--- src/rtl/tx_slot_picker_pkg.sv ---
package tx_slot_picker_pkg;
  localparam int unsigned TSP_NBUF_DFLT = 3;
  localparam int unsigned TSP_PW_DFLT   = 8;

  // strict comparison: an equal value never displaces an earlier candidate
  function automatic logic prio_beats(input logic [31:0] cand, input logic [31:0] best);
    return cand < best;
  endfunction

  function automatic int unsigned idx_width(input int unsigned n);
    return (n > 1) ? $clog2(n) : 1;
  endfunction
endpackage

--- src/rtl/tsp_eligible.sv ---
module tsp_eligible #(
  parameter int unsigned NBUF = 3
) (
  input  logic [NBUF-1:0] txe,
  output logic [NBUF-1:0] elig,
  output logic            any
);
  for (genvar g = 0; g < NBUF; g++) begin : g_elig
    assign elig[g] = ~txe[g];
  end
  assign any = |elig;
endmodule

--- src/rtl/tsp_arbiter.sv ---
module tsp_arbiter
  import tx_slot_picker_pkg::*;
#(
  parameter int unsigned NBUF = 3,
  parameter int unsigned PW   = 8,
  localparam int unsigned IW  = idx_width(NBUF)
) (
  input  logic [NBUF*PW-1:0] prio,
  input  logic [NBUF-1:0]    elig,
  output logic               found,
  output logic [IW-1:0]      win_idx
);
  logic [NBUF-1:0] f_c;
  logic [PW-1:0]   p_c [NBUF];
  logic [IW-1:0]   i_c [NBUF];

  for (genvar g = 0; g < NBUF; g++) begin : g_stage
    if (g == 0) begin : g_first
      assign f_c[0] = elig[0];
      assign p_c[0] = prio[PW-1:0];
      assign i_c[0] = '0;
    end else begin : g_next
      logic [PW-1:0] mine;
      logic          take;
      assign mine   = prio[g*PW +: PW];
      assign take   = elig[g] && (!f_c[g-1] || prio_beats(32'(mine), 32'(p_c[g-1])));
      assign f_c[g] = f_c[g-1] | elig[g];
      assign p_c[g] = take ? mine : p_c[g-1];
      assign i_c[g] = take ? IW'(g) : i_c[g-1];
    end
  end

  assign found   = f_c[NBUF-1];
  assign win_idx = i_c[NBUF-1];
endmodule

--- src/rtl/tsp_hold.sv ---
module tsp_hold #(
  parameter int unsigned NBUF = 3,
  parameter int unsigned IW   = 2
) (
  input  logic            clk,
  input  logic            rst_n,
  input  logic            start,
  input  logic            done,
  input  logic            found,
  input  logic [IW-1:0]   sel_idx,
  output logic            valid,
  output logic [IW-1:0]   idx,
  output logic [NBUF-1:0] set_pulse,
  output logic            ev_latch,
  output logic            ev_release
);
  assign ev_release = valid && done;
  assign ev_latch   = !valid && start && found;

  always_ff @(posedge clk or negedge rst_n) begin
    if (!rst_n) begin
      valid     <= 1'b0;
      idx       <= '0;
      set_pulse <= '0;
    end else begin
      set_pulse <= '0;
      if (ev_release) begin
        valid     <= 1'b0;
        idx       <= '0;
        set_pulse <= NBUF'(1) << idx;
      end else if (ev_latch) begin
        valid <= 1'b1;
        idx   <= sel_idx;
      end
    end
  end
endmodule

--- src/rtl/tx_slot_picker.sv ---
module tx_slot_picker
  import tx_slot_picker_pkg::*;
#(
  parameter int unsigned NBUF = TSP_NBUF_DFLT,
  parameter int unsigned PW   = TSP_PW_DFLT,
  localparam int unsigned IW  = idx_width(NBUF)
) (
  input  logic               clk,
  input  logic               rst_n,
  input  logic [NBUF*PW-1:0] prio_i,
  input  logic [NBUF-1:0]    txe_i,
  input  logic               pre_sof_i,
  input  logic               tx_done_i,
  output logic [NBUF-1:0]    grant_o,
  output logic               valid_o,
  output logic [IW-1:0]      index_o,
  output logic [NBUF-1:0]    txe_set_o
);
  logic [NBUF-1:0] elig;
  logic            any_pending;
  logic            sel_found;
  logic [IW-1:0]   sel_idx;
  logic            ev_latch;
  logic            ev_release;

  tsp_eligible #(.NBUF(NBUF)) u_elig (
    .txe (txe_i),
    .elig(elig),
    .any (any_pending)
  );

  tsp_arbiter #(.NBUF(NBUF), .PW(PW)) u_arb (
    .prio   (prio_i),
    .elig   (elig),
    .found  (sel_found),
    .win_idx(sel_idx)
  );

  tsp_hold #(.NBUF(NBUF), .IW(IW)) u_hold (
    .clk       (clk),
    .rst_n     (rst_n),
    .start     (pre_sof_i),
    .done      (tx_done_i),
    .found     (sel_found && any_pending),
    .sel_idx   (sel_idx),
    .valid     (valid_o),
    .idx       (index_o),
    .set_pulse (txe_set_o),
    .ev_latch  (ev_latch),
    .ev_release(ev_release)
  );

  assign grant_o = valid_o ? (NBUF'(1) << index_o) : '0;
endmodule

--- config.mk ---
export PLATFORM = sky130hd
export DESIGN_NAME = tx_slot_picker
export DESIGN_NICKNAME = d
export VERILOG_FILES = /design/src/rtl/tx_slot_picker_pkg.sv /design/src/rtl/tsp_eligible.sv /design/src/rtl/tsp_arbiter.sv /design/src/rtl/tsp_hold.sv /design/src/rtl/tx_slot_picker.sv
export SDC_FILE = /design/constraint.sdc
export NUM_CORES = 1
export LEC_CHECK = 0
export BUFFER_PORTS_ARGS = -buffer_cell sky130_fd_sc_hd__buf_2
export CAP_MARGIN = 20
export CORE_MARGIN = 2
export CORE_UTILIZATION = 41
export DETAILED_ROUTE_END_ITERATION = 8
export HOLD_SLACK_MARGIN = 0.02
export PLACE_DENSITY_LB_ADDON = 0.12
export SYNTH_ARGS = -nofsm -noshare
export SYNTH_HDL_FRONTEND = slang
export SYNTH_HIERARCHICAL = 1
export SYNTH_SLANG_ARGS = --single-unit
--- constraint.sdc ---
create_clock -name clk -period 1.1 [get_ports clk]
set_clock_uncertainty 0.15 [all_clocks]
set_input_delay 0.275 -clock clk [delete_from_list [all_inputs] [get_ports clk]]
set_output_delay 0.275 -clock clk [all_outputs]
set_load 0.005 [all_outputs]
==> results.md <==
- Max IR drop VDD: 0.6055 mV
- Syn-to-layout area delta: 99.07%
- Min cycle time layout: roughly 2.9 ns
- Clk sinks: 6
- Status: finished with violations
- GR Util All Layers: 0.2348
- Dpl cell area: about 1300 µm²
- Clock buffer depth: 2
- Fmax: 0.3491 GHz
- Final core occ: 0.8461
- Arrival time of the worst setup path: 2.89 ns
- Max FO, Critical Path: 8
- Drt pass-1 iters: 4
- Critical Path Source Type: input port
- Largest net degree at the start of global routing: 9
- Final wirelength: 2.778 mm
- Final setup violation count: 15
- Max_cap viols: 0
- Setup crit end kind: register
- Setup slack after layout: -1.764 ns
- Power per Cell Area: 808.2 nW/µm²
- I/O pin cnt: 40
- Finished Cell Area: 1609 µm²
- Diode count: 0
- Initial antenna violation count: 0
- Vias: 1021
- Dpl hpwl: 1.724 mm
- Clock latency on the worst-skew pair: between 0.2 and 0.25 ns
- Syn Area/Cell: 8.420 µm²
- WL per Instance: 14.17 µm
- Nets: 216
- Post-Synthesis Cells: 96
- CTS root buf: clkbuf_4
- Routed Antenna Nets: 0
- WP data required: approximately 1.1 ns
- Hold Crit Class: in -> reg
- Core Rows: 16
- Port Buffer Count: 39
- Slew @ Worst Pin: between 0.3 and 0.4 ns
- Initial drt markers: 13
- Fin cells: between 150 and 200
- RSZ-0062 raised after global routing: true
- First-pass GRT wire length: 4.409 mm
- Ratio of cells with drive above 1 in the final layout: 0.6923
- Initial core utilization: 0.4250
- Leak: 0.7870 nW
- Core ar.: 1902 µm²
- Final Hold Viols: 0
- H-tree depth: 1
- Final Max Slew Viols: 0
- Placer Congestion: 0.8153
- Placed cell count: 183
- Vias in the first global route: 1021
- Final period util: 2.604
- CTS tree: built
- Horiz. Die Dim: approximately 48 µm
- GRT overflow: 0
- Via density: 5.209
- Cell area after synthesis: 808.3 µm²
- Die area: 2343 µm²
- Failing checks: setup timing
- Number of synthesis warnings: 6
- Clock transition at path regs: approximately 0.040 ns
- DRC violations left: 0
- Relative slew slack: 0.7993
- Number of buffers created by CTS: 3
- Post-Syn Nets: 141
- Die H: 48.40 µm
- Kind of critical path: in -> reg
==> per-stage QoR <==
stage	power, W	setup TNS [ns]	setup slack, ns	hold WS (ns)
after CTS	0.001179	-5.274	-1.739	0.08322
after global placement	0.0008181	-4.919	-2.210	-0.04826
final	0.001300	-5.299	-1.764	0.1124
after detailed placement	0.0008320	-5.053	-2.237	-0.04562
after floorplan	0.0005814	-3.962	-1.982	-0.1706
after global routing	0.001396	-5.989	-1.833	0.1049
==> report_power, final <==
part,total (W),leakage [nW],switching [W],internal [W]
combinational,0.000819,0.696,0.000344,0.000475
clock,0.000196,0.0138,0.0000727,0.000123
sequential,0.000286,0.0772,0.0000329,0.000253
==> cells in the final DEF, fill, tap and decap left out, types with 3 or more instances in the layout <==
cell,n
ha_4,7
o21a_1,3
buf_2,31
a21oi_2,7
inv_1,6
nand2_1,6
a21oi_1,10
buf_4,28
dfrtp_1,4
clkbuf_4,3
buf_6,10
nand3_1,3
and3b_1,3
ha_1,6
==> worst paths after layout <==
kind,end,slack [ns],cells after the start,from
worst max register to register,u_hold/idx[0],-0.23,3,u_hold/valid
worst min-delay path,u_hold/valid,0.11,2,tx_done_i
worst min register to register,u_hold/set_pulse[2],0.46,2,u_hold/idx[0]
min in group asynchronous,u_hold/set_pulse[0],0.25,2,rst_n
worst max-delay path,u_hold/idx[1],-1.76,14,prio_i[2]
max in group asynchronous,u_hold/idx[0],0.40,2,rst_n
==> critical path, cell delays in order <==
cell and delay [ns]:
buf_8 0.09, inv_12 0.03, ha_4 0.24, o21a_1 0.14, o2111ai_2 0.12, or3_4 0.38, and2_4 0.21, a21oi_4 0.17
ha_4 0.23, a2111oi_4 0.33, nand2_2 0.15, and3b_1 0.24, o31a_1 0.14, mux2_4 0.14
==> flip-flops by register name (all words and copies together), names as in the netlist <==
signal and flops:
u_hold/set_pulse 3, u_hold/idx 2, u_hold/valid 1
==> layout make-up <==
class                           instances  area [µm²]
Multi-Input combinational cell         76       812.0
Timing Repair Buffer                   72       518.0
Fill cell                             104       292.8
Sequential cell                         6       152.6
Inverter                               12       70.07
Tap cell                               27       33.78
Clock buffer                            3       22.52
==> repair_timing <==
action / CTS / global route
hold buffers: 1 / 0
setup endpoints to repair: 12 / 15
gates cloned: 1 / 0
setup buffers: 5 / 3
resized for setup: 28 / 21
endpoints found under the hold margin: 6 / 0
pin swaps: 18 / 16
==> per-layer routing <==
| layer | vias up | track usage | wire length [µm] |
|---|---|---|---|
| met5 | - | 0 | 0 |
| li1 | 498 | - | - |
| met1 | 484 | 0.2805 | 1155 |
| met4 | 0 | 0.06667 | 23 |
| met2 | 37 | 0.4421 | 1490 |
| met3 | 2 | 0.02469 | 109 |
Power figures use the tool's default switching activity.
